`src/rtl/sertx_pkg.sv`:
```
package sertx_pkg;

    typedef enum logic [1:0] {
        BW_IDLE   = 2'd0,
        BW_ACCEPT = 2'd1,
        BW_RESP   = 2'd2
    } bw_state_t;

    typedef enum logic [1:0] {
        BR_IDLE   = 2'd0,
        BR_ACCEPT = 2'd1,
        BR_DATA   = 2'd2
    } br_state_t;

    typedef enum logic [1:0] {
        LN_IDLE  = 2'd0,
        LN_START = 2'd1,
        LN_DATA  = 2'd2,
        LN_STOP  = 2'd3
    } ln_state_t;

    localparam logic [3:0] OFS_RX_WORD = 4'h0;
    localparam logic [3:0] OFS_TX_BYTE = 4'h4;
    localparam logic [3:0] OFS_STATUS  = 4'h8;
    localparam logic [3:0] OFS_COMMAND = 4'hC;

    localparam int STAT_EMPTY_POS = 2;
    localparam int STAT_FULL_POS  = 3;

    localparam int BYTE_W = 8;

endpackage

```
`src/rtl/lst_byte_fifo.sv`:
```
module lst_byte_fifo #(
    parameter int DEPTH = 16,
    parameter int WIDTH = 8
) (
    input  logic             clk,
    input  logic             rst_n,
    input  logic             flush,
    input  logic             push,
    input  logic [WIDTH-1:0] din,
    input  logic             pop,
    output logic [WIDTH-1:0] dout,
    output logic             empty,
    output logic             full
);
    localparam int AW = (DEPTH > 1) ? $clog2(DEPTH) : 1;
    localparam int CW = AW + 1;

    logic [WIDTH-1:0] mem [DEPTH];
    logic [AW-1:0]    wr_ptr;
    logic [AW-1:0]    rd_ptr;
    logic [CW-1:0]    count;
    logic             push_ok;
    logic             pop_ok;

    assign empty   = (count == '0);
    assign full    = (count == CW'(DEPTH));
    // Fullness is judged before any pop of the same cycle.
    assign push_ok = push && !full;
    assign pop_ok  = pop && !empty;
    assign dout    = mem[rd_ptr];

    always_ff @(posedge clk) begin
        if (push_ok) begin
            mem[wr_ptr] <= din;
        end
    end

    always_ff @(posedge clk) begin
        if (!rst_n || flush) begin
            wr_ptr <= '0;
            rd_ptr <= '0;
            count  <= '0;
        end else begin
            if (push_ok) begin
                wr_ptr <= (wr_ptr == AW'(DEPTH - 1)) ? '0 : wr_ptr + 1'b1;
            end
            if (pop_ok) begin
                rd_ptr <= (rd_ptr == AW'(DEPTH - 1)) ? '0 : rd_ptr + 1'b1;
            end
            unique case ({push_ok, pop_ok})
                2'b10:   count <= count + 1'b1;
                2'b01:   count <= count - 1'b1;
                default: count <= count;
            endcase
        end
    end

endmodule

```
`src/rtl/lst_line_driver.sv`:
```
module lst_line_driver
    import sertx_pkg::*;
#(
    parameter int DIV = 955
) (
    input  logic              clk,
    input  logic              rst_n,
    input  logic              q_empty,
    input  logic [BYTE_W-1:0] q_head,
    output logic              pop,
    output logic              tx
);
    localparam int CW = (DIV > 1) ? $clog2(DIV) : 1;

    ln_state_t         st_q;
    ln_state_t         st_d;
    logic [CW-1:0]     tick_cnt;
    logic [2:0]        bit_idx;
    logic [BYTE_W-1:0] shreg;
    logic              bit_end;

    assign bit_end = (tick_cnt == CW'(DIV - 1));

    // State register
    always_ff @(posedge clk) begin
        if (!rst_n) begin
            st_q <= LN_IDLE;
        end else begin
            st_q <= st_d;
        end
    end

    // Next state
    always_comb begin
        st_d = st_q;
        unique case (st_q)
            LN_IDLE:  if (!q_empty)                 st_d = LN_START;
            LN_START: if (bit_end)                  st_d = LN_DATA;
            LN_DATA:  if (bit_end && bit_idx == 3'd7) st_d = LN_STOP;
            LN_STOP:  if (bit_end)                  st_d = LN_IDLE;
            default:                                st_d = LN_IDLE;
        endcase
    end

    // Outputs
    always_comb begin
        pop = 1'b0;
        tx  = 1'b1;
        unique case (st_q)
            LN_IDLE:  pop = !q_empty;
            LN_START: tx  = 1'b0;
            LN_DATA:  tx  = shreg[0];
            LN_STOP:  tx  = 1'b1;
            default:  tx  = 1'b1;
        endcase
    end

    // Bit timing and shifting
    always_ff @(posedge clk) begin
        if (!rst_n) begin
            tick_cnt <= '0;
            bit_idx  <= '0;
            shreg    <= '0;
        end else if (st_q == LN_IDLE) begin
            tick_cnt <= '0;
            bit_idx  <= '0;
            if (!q_empty) begin
                shreg <= q_head;
            end
        end else begin
            tick_cnt <= bit_end ? '0 : tick_cnt + 1'b1;
            if (st_q == LN_DATA && bit_end) begin
                shreg   <= {1'b0, shreg[BYTE_W-1:1]};
                bit_idx <= bit_idx + 1'b1;
            end
        end
    end

endmodule

```
`src/rtl/lst_bus_port.sv`:
```
module lst_bus_port
    import sertx_pkg::*;
#(
    parameter int ADDR_W = 4,
    parameter int DATA_W = 32,
    parameter int STRB_W = DATA_W / 8
) (
    input  logic              clk,
    input  logic              rst_n,
    input  logic [ADDR_W-1:0] awaddr,
    input  logic              awvalid,
    output logic              awready,
    input  logic [DATA_W-1:0] wdata,
    input  logic [STRB_W-1:0] wstrb,
    input  logic              wvalid,
    output logic              wready,
    output logic              bvalid,
    input  logic              bready,
    input  logic [ADDR_W-1:0] araddr,
    input  logic              arvalid,
    output logic              arready,
    output logic [DATA_W-1:0] rdata,
    output logic              rvalid,
    input  logic              rready,
    input  logic              q_empty,
    input  logic              q_full,
    output logic              push,
    output logic [BYTE_W-1:0] push_byte,
    output logic              flush_tx
);
    localparam logic [ADDR_W-1:0] A_TX   = ADDR_W'(OFS_TX_BYTE);
    localparam logic [ADDR_W-1:0] A_STAT = ADDR_W'(OFS_STATUS);
    localparam logic [ADDR_W-1:0] A_CMD  = ADDR_W'(OFS_COMMAND);

    bw_state_t         bw_q;
    bw_state_t         bw_d;
    br_state_t         br_q;
    br_state_t         br_d;
    logic [DATA_W-1:0] rdata_q;
    logic [DATA_W-1:0] stat_word;
    logic              bus_unused;

    // Upper data lanes and strobes carry nothing this block keeps.
    assign bus_unused = ^{wdata[DATA_W-1:BYTE_W], wstrb[STRB_W-1:1]};
    assign push_byte  = wdata[BYTE_W-1:0];

    always_comb begin
        stat_word                 = '0;
        stat_word[STAT_EMPTY_POS] = q_empty;
        stat_word[STAT_FULL_POS]  = q_full;
    end

    // State registers
    always_ff @(posedge clk) begin
        if (!rst_n) begin
            bw_q <= BW_IDLE;
            br_q <= BR_IDLE;
        end else begin
            bw_q <= bw_d;
            br_q <= br_d;
        end
    end

    // Next state
    always_comb begin
        bw_d = bw_q;
        unique case (bw_q)
            BW_IDLE:   if (awvalid && wvalid) bw_d = BW_ACCEPT;
            BW_ACCEPT:                        bw_d = BW_RESP;
            BW_RESP:   if (bready)            bw_d = BW_IDLE;
            default:                          bw_d = BW_IDLE;
        endcase
        br_d = br_q;
        unique case (br_q)
            BR_IDLE:   if (arvalid) br_d = BR_ACCEPT;
            BR_ACCEPT:              br_d = BR_DATA;
            BR_DATA:   if (rready)  br_d = BR_IDLE;
            default:                br_d = BR_IDLE;
        endcase
    end

    // Outputs and register actions
    always_comb begin
        awready  = 1'b0;
        wready   = 1'b0;
        bvalid   = 1'b0;
        push     = 1'b0;
        flush_tx = 1'b0;
        unique case (bw_q)
            BW_IDLE: ;
            BW_ACCEPT: begin
                awready = 1'b1;
                wready  = 1'b1;
                if (wstrb[0]) begin
                    push     = (awaddr == A_TX);
                    flush_tx = (awaddr == A_CMD) && wdata[0];
                end
            end
            BW_RESP: bvalid = 1'b1;
            default: ;
        endcase
        arready = (br_q == BR_ACCEPT);
        rvalid  = (br_q == BR_DATA);
    end

    // Read word capture
    always_ff @(posedge clk) begin
        if (!rst_n) begin
            rdata_q <= '0;
        end else if (br_q == BR_ACCEPT) begin
            rdata_q <= (araddr == A_STAT) ? stat_word : '0;
        end
    end

    assign rdata = rdata_q;

endmodule

```
`src/rtl/lite_serial_tx.sv`:
```
module lite_serial_tx
    import sertx_pkg::*;
#(
    parameter int CLK_HZ = 110_000_000,
    parameter int BAUD   = 115_200,
    parameter int DEPTH  = 16,
    parameter int ADDR_W = 4,
    parameter int DATA_W = 32,
    parameter int STRB_W = DATA_W / 8
) (
    input  logic              clk,
    input  logic              rst_n,
    input  logic [ADDR_W-1:0] awaddr,
    input  logic              awvalid,
    output logic              awready,
    input  logic [DATA_W-1:0] wdata,
    input  logic [STRB_W-1:0] wstrb,
    input  logic              wvalid,
    output logic              wready,
    output logic [1:0]        bresp,
    output logic              bvalid,
    input  logic              bready,
    input  logic [ADDR_W-1:0] araddr,
    input  logic              arvalid,
    output logic              arready,
    output logic [DATA_W-1:0] rdata,
    output logic [1:0]        rresp,
    output logic              rvalid,
    input  logic              rready,
    output logic              tx
);
    localparam int DIV = (CLK_HZ + BAUD / 2) / BAUD;

    logic              push_req;
    logic              flush_tx;
    logic              pop;
    logic              fifo_empty;
    logic              fifo_full;
    logic [BYTE_W-1:0] push_byte;
    logic [BYTE_W-1:0] head_byte;

    assign bresp = 2'b00;
    assign rresp = 2'b00;

    lst_bus_port #(
        .ADDR_W (ADDR_W),
        .DATA_W (DATA_W),
        .STRB_W (STRB_W)
    ) bus_i (
        .clk       (clk),
        .rst_n     (rst_n),
        .awaddr    (awaddr),
        .awvalid   (awvalid),
        .awready   (awready),
        .wdata     (wdata),
        .wstrb     (wstrb),
        .wvalid    (wvalid),
        .wready    (wready),
        .bvalid    (bvalid),
        .bready    (bready),
        .araddr    (araddr),
        .arvalid   (arvalid),
        .arready   (arready),
        .rdata     (rdata),
        .rvalid    (rvalid),
        .rready    (rready),
        .q_empty   (fifo_empty),
        .q_full    (fifo_full),
        .push      (push_req),
        .push_byte (push_byte),
        .flush_tx  (flush_tx)
    );

    lst_byte_fifo #(
        .DEPTH (DEPTH),
        .WIDTH (BYTE_W)
    ) fifo_i (
        .clk   (clk),
        .rst_n (rst_n),
        .flush (flush_tx),
        .push  (push_req),
        .din   (push_byte),
        .pop   (pop),
        .dout  (head_byte),
        .empty (fifo_empty),
        .full  (fifo_full)
    );

    lst_line_driver #(
        .DIV (DIV)
    ) line_i (
        .clk     (clk),
        .rst_n   (rst_n),
        .q_empty (fifo_empty),
        .q_head  (head_byte),
        .pop     (pop),
        .tx      (tx)
    );

endmodule

```
`config.mk`:
```
export PLATFORM = sky130hd
export DESIGN_NAME = lite_serial_tx
export DESIGN_NICKNAME = d
export VERILOG_FILES = /design/src/rtl/sertx_pkg.sv /design/src/rtl/lst_byte_fifo.sv /design/src/rtl/lst_line_driver.sv /design/src/rtl/lst_bus_port.sv /design/src/rtl/lite_serial_tx.sv
export SDC_FILE = /design/constraint.sdc
export NUM_CORES = 1
export LEC_CHECK = 0
export ABC_AREA = 1
export CORE_MARGIN = 4
export CORE_UTILIZATION = 51
export CTS_BUF_LIST = sky130_fd_sc_hd__clkbuf_16
export CTS_CLUSTER_DIAMETER = 30
export CTS_CLUSTER_SIZE = 25
export DETAILED_ROUTE_END_ITERATION = 10
export PLACE_DENSITY = 0.81
export SLEW_MARGIN = 10
export SYNTH_ARGS = -nofsm -noshare
export SYNTH_HDL_FRONTEND = slang
export SYNTH_SLANG_ARGS = --single-unit
```
`constraint.sdc`:
```
create_clock -name clk -period 2.6 [get_ports clk]
set_input_delay 0.78 -clock clk [delete_from_list [all_inputs] [get_ports clk]]
set_output_delay 0.78 -clock clk [all_outputs]
set_load 0.02 [all_outputs]
```
# After elaboration in Yosys (flattened, before gate mapping)
# Memory sizes are Yosys's and may differ from the RTL's. A register that Yosys moved wholly into a read port is not among the register bits.
# Index checks and enable logic that the tools add are counted.
# W data, S select, Z words.
[totals]
reg_bits = 72
latchBits = 0
ramBits = 128
romBits = 0
in_bits = 51
out_inout_bits = 42
n_memories = 1
[classes]
addsub = 6
n_mul = 0
n_div = 0
order_cmp = 0
eq_ne = 25
n_shift = 0
n_mux = 30
n_bitwise = 1
n_reduce_logical = 22
[mem_list]
columns = ["memory", "words", "word_bits", "rd", "rd_ports_with_merged_regs", "wr", "line_no", "source"]
rows = [
  ["fifo_i.mem", 16, 8, 1, 1, 1, "lst_byte_fifo.sv:18", "logic [WIDTH-1:0] mem [DEPTH];"],
]
[ops]
columns = ["operator", "n"]
rows = [
  ["$mux W8", 3],
  ["$mux W4", 5],
  ["$eq A4 B4 Y1 const B", 4],
  ["$mux W2", 8],
  ["$pmux W2 S3", 2],
  ["$add A10 B1 Y10 const B", 1],
  ["$eq A10 B10 Y1 const B", 1],
  ["$eq A2 B2 Y1 const B", 5],
  ["$ne A2 B1 Y1 const B", 5],
  ["$pmux W5 S2", 1],
  ["$mux W1", 9],
  ["$add A4 B1 Y4 const B", 2],
  ["$eq A2 B1 Y1 const B", 4],
  ["$pmux W2 S4", 1],
  ["$logic_and A1 B1 Y1", 6],
  ["$logic_not A2 Y1", 3],
  ["$ne A2 B2 Y1 const B", 3],
  ["$reduce_and A2 Y1", 3],
  ["$add A5 B1 Y5 const B", 1],
  ["$eq A5 B5 Y1 const B", 1],
  ["$logic_not A5 Y1", 1],
  ["$sub A5 B1 Y5 const B", 1],
  ["$eq A4 B3 Y1 const B", 1],
  ["$reduce_and A4 Y1", 1],
  ["9 further kinds", 12],
]

# Logic depth before layout (Yosys ltp)
[depth]
word_depth = 6
depth_mapped = 15
depth_no_buf = 15

# Hierarchy
# A second synthesis with hierarchy kept.
[unflattened]
hier_cells = 794
area_unflattened_um2 = 8030.2
[by_module_without_submodules]
columns = ["mod", "n_inst", "cells_per_inst", "area_per_inst_um2", "seq_area_each_um2"]
rows = [
  ["lst_byte_fifo", 1, 551, 6222.2, 4184.0],
  ["lst_line_driver", 1, 154, 1201.2, 460.4],
  ["lst_bus_port", 1, 84, 573.0, 120.1],
  ["lite_serial_tx", 1, 5, 33.8, 0.0],
]

# Least setup slack after synthesis
# No wires, ideal clock.
[synth_path]
kind = "input port to flip-flop"
startpoint = "in awaddr[1]"
endpoint = "reg fifo_i.count[4]"
setup_ps = 118
arrival_time_ps = 2448
required_ps = 2482
path_slack_ps = 33
path_stages = 11
path_buffers = 0
path_cell_list = "nor4_2 -> nand3_2 -> ha_1 -> xor2_1 -> ha_1 -> a21o_1 -> nand3_1 -> nand2_1 -> xor2_1 -> nand2_1 -> a21oi_2"
[synth_via]
elab_chain_len = 6
[synth_lines]
columns = ["item", "line_no", "source"]
rows = [
  ["start, declared", "lite_serial_tx.sv:13", "input logic [ADDR_W-1:0] awaddr,"],
  ["$eq A4 B3 Y1", "lst_bus_port.sv:95", "push = (awaddr == A_TX);"],
  ["$mux W1", "lst_bus_port.sv:94", "if (wstrb[0]) begin"],
  ["$mux W1", "lst_bus_port.sv:89", "unique case (bw_q)"],
  ["$logic_and A1 B1 Y1", "lst_byte_fifo.sv:28", "assign push_ok = push && !full;"],
  ["$eq A2 B1 Y1 / $eq A2 B2 Y1 (equally long branches)", "lst_byte_fifo.sv:50", "unique case ({push_ok, pop_ok})"],
  ["$pmux W5 S2 / $reduce_bool A2 Y1 (equally long branches)", "n/a", ""],
  ["end signal, assigned", "lst_byte_fifo.sv:51", "2'b10: count <= count + 1'b1;"],
  ["end signal, assigned", "lst_byte_fifo.sv:52", "2'b01: count <= count - 1'b1;"],
  ["end signal, assigned", "lst_byte_fifo.sv:53", "default: count <= count;"],
  ["end, declared", "lst_byte_fifo.sv:21", "logic [CW-1:0] count;"],
]
# Parallel ways exist; a longest one is shown, timed or not.
# A chain may end at the register's enable or synchronous reset.

# Worst setup path in the final report
[layout_path]
startpoint = "in wstrb[0]"
endpoint = "reg fifo_i.count[2]"
[layout_via]
elab_chain_len = 5
[layout_lines]
columns = ["item", "line_no", "source"]
rows = [
  ["start, declared", "lite_serial_tx.sv:17", "input logic [STRB_W-1:0] wstrb,"],
  ["$mux W1", "lst_bus_port.sv:94", ""],
  ["$mux W1", "lst_bus_port.sv:89", ""],
  ["$logic_and A1 B1 Y1", "lst_byte_fifo.sv:28", ""],
  ["$eq A2 B1 Y1 / $eq A2 B2 Y1 (equally long branches)", "lst_byte_fifo.sv:50", ""],
  ["$pmux W5 S2 / $reduce_bool A2 Y1 (equally long branches)", "n/a", ""],
]
# Parallel ways exist; a longest one is shown, timed or not.

==> flow_summary_export.csv <==
group,metric,value,unit
timing,period_share,97.1,%
route,post_drt_wl_per_cell,15.2,um
global_route,track_usage,19.6,%
clocking,clock_path_buffers,2,
timing,drv_slew,0,
yosys,synthCells,849,
place,port_buffers,31,
yosys,ys_seq_elements,174,
place,gp_routability_congestion,0.848,
final_layout,final_cell_mix,"nand2_1 (232), edfxtp_1 (128), inv_1 (109)",
floorplan,io_pins,93,
yosys,synth_top_family_by_area,"simple AND/OR/NAND/NOR gates",
final_layout,syn_to_final_growth,13.7,%
power,power_density,823,nW/um^2
flow_run,drv_cap,0,
critical_path,crit_fanout,3,
timing,clock.fmax,396,MHz
yosys,synth_simple_gate_area_share,22.0,%
yosys,synthXorXnorAreaFrac,1.18,%
final_layout,fin_cells,1127,
timing,worst_slew_pin_slew,0.787,ns
timing,finalSetupTns,0,ns
yosys,synth_area,8070,um^2
route,drc,0,
clocking,cts_setup_buffers,0,
critical_path,start_kind,"input port",
yosys,synth_compound_area_share,4.32,%
yosys,yosys.area_share.adder,2.63,%
hold_path,hold_path.class,"register to register",
clocking,cts_inserted_buffers,17,
final_layout,drive_gt1_share,10.2,%
yosys,yosys.area.top_type,"edfxtp_1",
clocking,cts_root_buf,"clkbuf_16",
timing,finalSetupViolCount,0,
clocking,insertion_delay,0.42,ns
timing,finClkSkew,0.0106,ns
clocking,cts_tree,"yes",
route,postRouteAntennaNets,0,
route,routed_wl,17200,um
timing,maxSlewHeadroom,47.3,%
yosys,ys_top_cells_by_area,"edfxtp_1 (48%), dfxtp_1 (11%), nand2_1 (11%), nand3_1 (5.9%), inv_1 (4.9%)",
critical_path,rrSetupSlack,0.29,ns
final_layout,final_net_count,972,
floorplan,die_h,134,um
place,placedCellCount,1096,
yosys,synth_top_area_share,47.6,%
yosys,ys_warn_count,0,
critical_path,critPathArrivalTime,2.88,ns
global_route,grt_max_degree,68,
critical_path,cp.required,2.96,ns
global_route,grt_pass1_wl,27600,um
route,avgViaCountPerCell,5.06,
floorplan,die_w,134,um
place,dp_hpwl,10700,um
critical_path,crit_type,"input port to register",
route,drt_iter0_drc,438,
route,first_pass_iters,5,
floorplan,die_area,17900,um^2
floorplan,start_util,52.5,%
power,peakVddDrop,598,uV
clocking,clk_pin_slew,0.06,ns
outcome,status,"finished clean",
floorplan,fp-row-count,45,
route,vias,5705,
yosys,synth.avg_cell_area,9.51,um^2
global_route,grt_overflow,0,
clocking,htree_levels,4,
yosys,synth_cell_types,42,
final_layout,final_common_cell,"nand2_1",
power,p_leak,3.83,nW
timing,hold_violations,0,
floorplan,core-area,15400,um^2
clocking,cts.sinks,174,
global_route,antenna_found_initial,0,
timing,fin_crit,2.52,ns
yosys,synth.area.mux_share,0,%
yosys,seq_area_frac_synth,59.0,%
final_layout,antenna_cells,0,
global_route,grt_pass1_vias,5705,
critical_path,worst_setup_path_end_kind,"register",
flip-flops by register name (all words and copies together), names as in the netlist, 3 cells and up, named ones only:
name and cells:
line_i.bit_idx 3, fifo_i.wr_ptr 4, line_i.shreg 8, fifo_i.rd_ptr 4, fifo_i.mem 128, line_i.tick_cnt 10, fifo_i.count 5
cells in the mapped netlist (all sizes together):
cell type	count
and3	1
o21a	1
o21ai	21
o21bai	1
nor3b	2
nand4	1
a21o	1
o211ai	3
nor3	7
xnor2	1
a31o	1
nand3	98
xor2	9
nor2	63
a31oi	2
nand3b	2
clkbuf	4
nor4	2
nand2	236
buf	60
or2	1
a21oi	26
o22ai	1
dfxtp	46
conb	1
ha	17
inv	113
edfxtp	128
worst max-delay path, stage by stage:
cell             delay [ns]
clkdlybuf4s50_1        0.45
inv_1                  0.06
nor4_4                 0.18
nand3_2                0.16
ha_4                   0.21
xor2_2                 0.15
ha_1                   0.19
a21o_1                 0.17
buf_4                  0.14
xor2_1                 0.15
nand2_1                0.11
a21oi_2                0.13
kinds of logic (layout without fill, tap and decap cells):
group,after synthesis,count (layout)
AO/OA/AOI/OAI,57,57
XOR/XNOR,10,10
adder cells (fa/ha/maj),17,17
buffers and inverters,177,211
flip-flops,174,174
other,1,34
AND/OR/NAND/NOR,413,413
power by group:
group          switching [mW]  internal (mW)  leakage [nW]
sequential             0.0802           3.08          1.52
clock                   0.962           1.37         0.267
combinational            1.35          0.714          2.04
layout make-up:
type,instances,area (um^2)
Clock inverter,14,111
Clock buffer,17,425
Inverter,113,424
Tap cell,211,264
Fill cell,1196,6190
Sequential cell,174,4770
Multi-Input combinational cell,531,2590
Timing Repair Buffer,67,593
final timing paths:
path | cells after the start | endpoint | from
worst max-delay path | 12 | fifo_i.count[2] | wstrb[0]
worst max register to register | 15 | fifo_i.count[4] | fifo_i.count[1]
worst min register to register | 1 | bus_i.bw_q[0] | bus_i.bw_q[1]
worst min-delay path | 1 | bus_i.bw_q[0] | bus_i.bw_q[1]
stage by stage:
| stage | power, mW | hold WS, ns | area (um^2) | utilization, % | setup WS (ns) |
|---|---|---|---|---|---|
| after detailed placement | 5.21 | 0.415 | 8610 | 56.0 | -0.422 |
| after global routing | 7.93 | 0.445 | 9180 | 59.7 | -0.0607 |
| after global placement | 5.14 | 0.404 | 8610 | 56.0 | -0.347 |
| after CTS | 7.55 | 0.424 | 9150 | 59.5 | 0.0125 |
| final | 7.55 | 0.418 | 9180 | 59.7 | 0.0756 |
| after floorplan | 4.73 | 0.396 | 8200 | - | 0.0335 |
what timing repair did:
action | in CTS | in global routing
pin swaps | 0 | 4
hold buffers | 0 | 0
hold endpoints to repair | 0 | 0
resized for setup | 2 | 8
setup endpoints to repair | 3 | 3
metal layers:
metal  wire [um]  vias to the layer above  track usage, %
li1            -                     2791               -
met1        6790                     2618            24.7
met3        1260                       47            3.68
met4         571                        0            9.03
met5           0                        -               0
met2        8550                      249            33.0
Note: power is estimated with default switching activity, not from simulation.
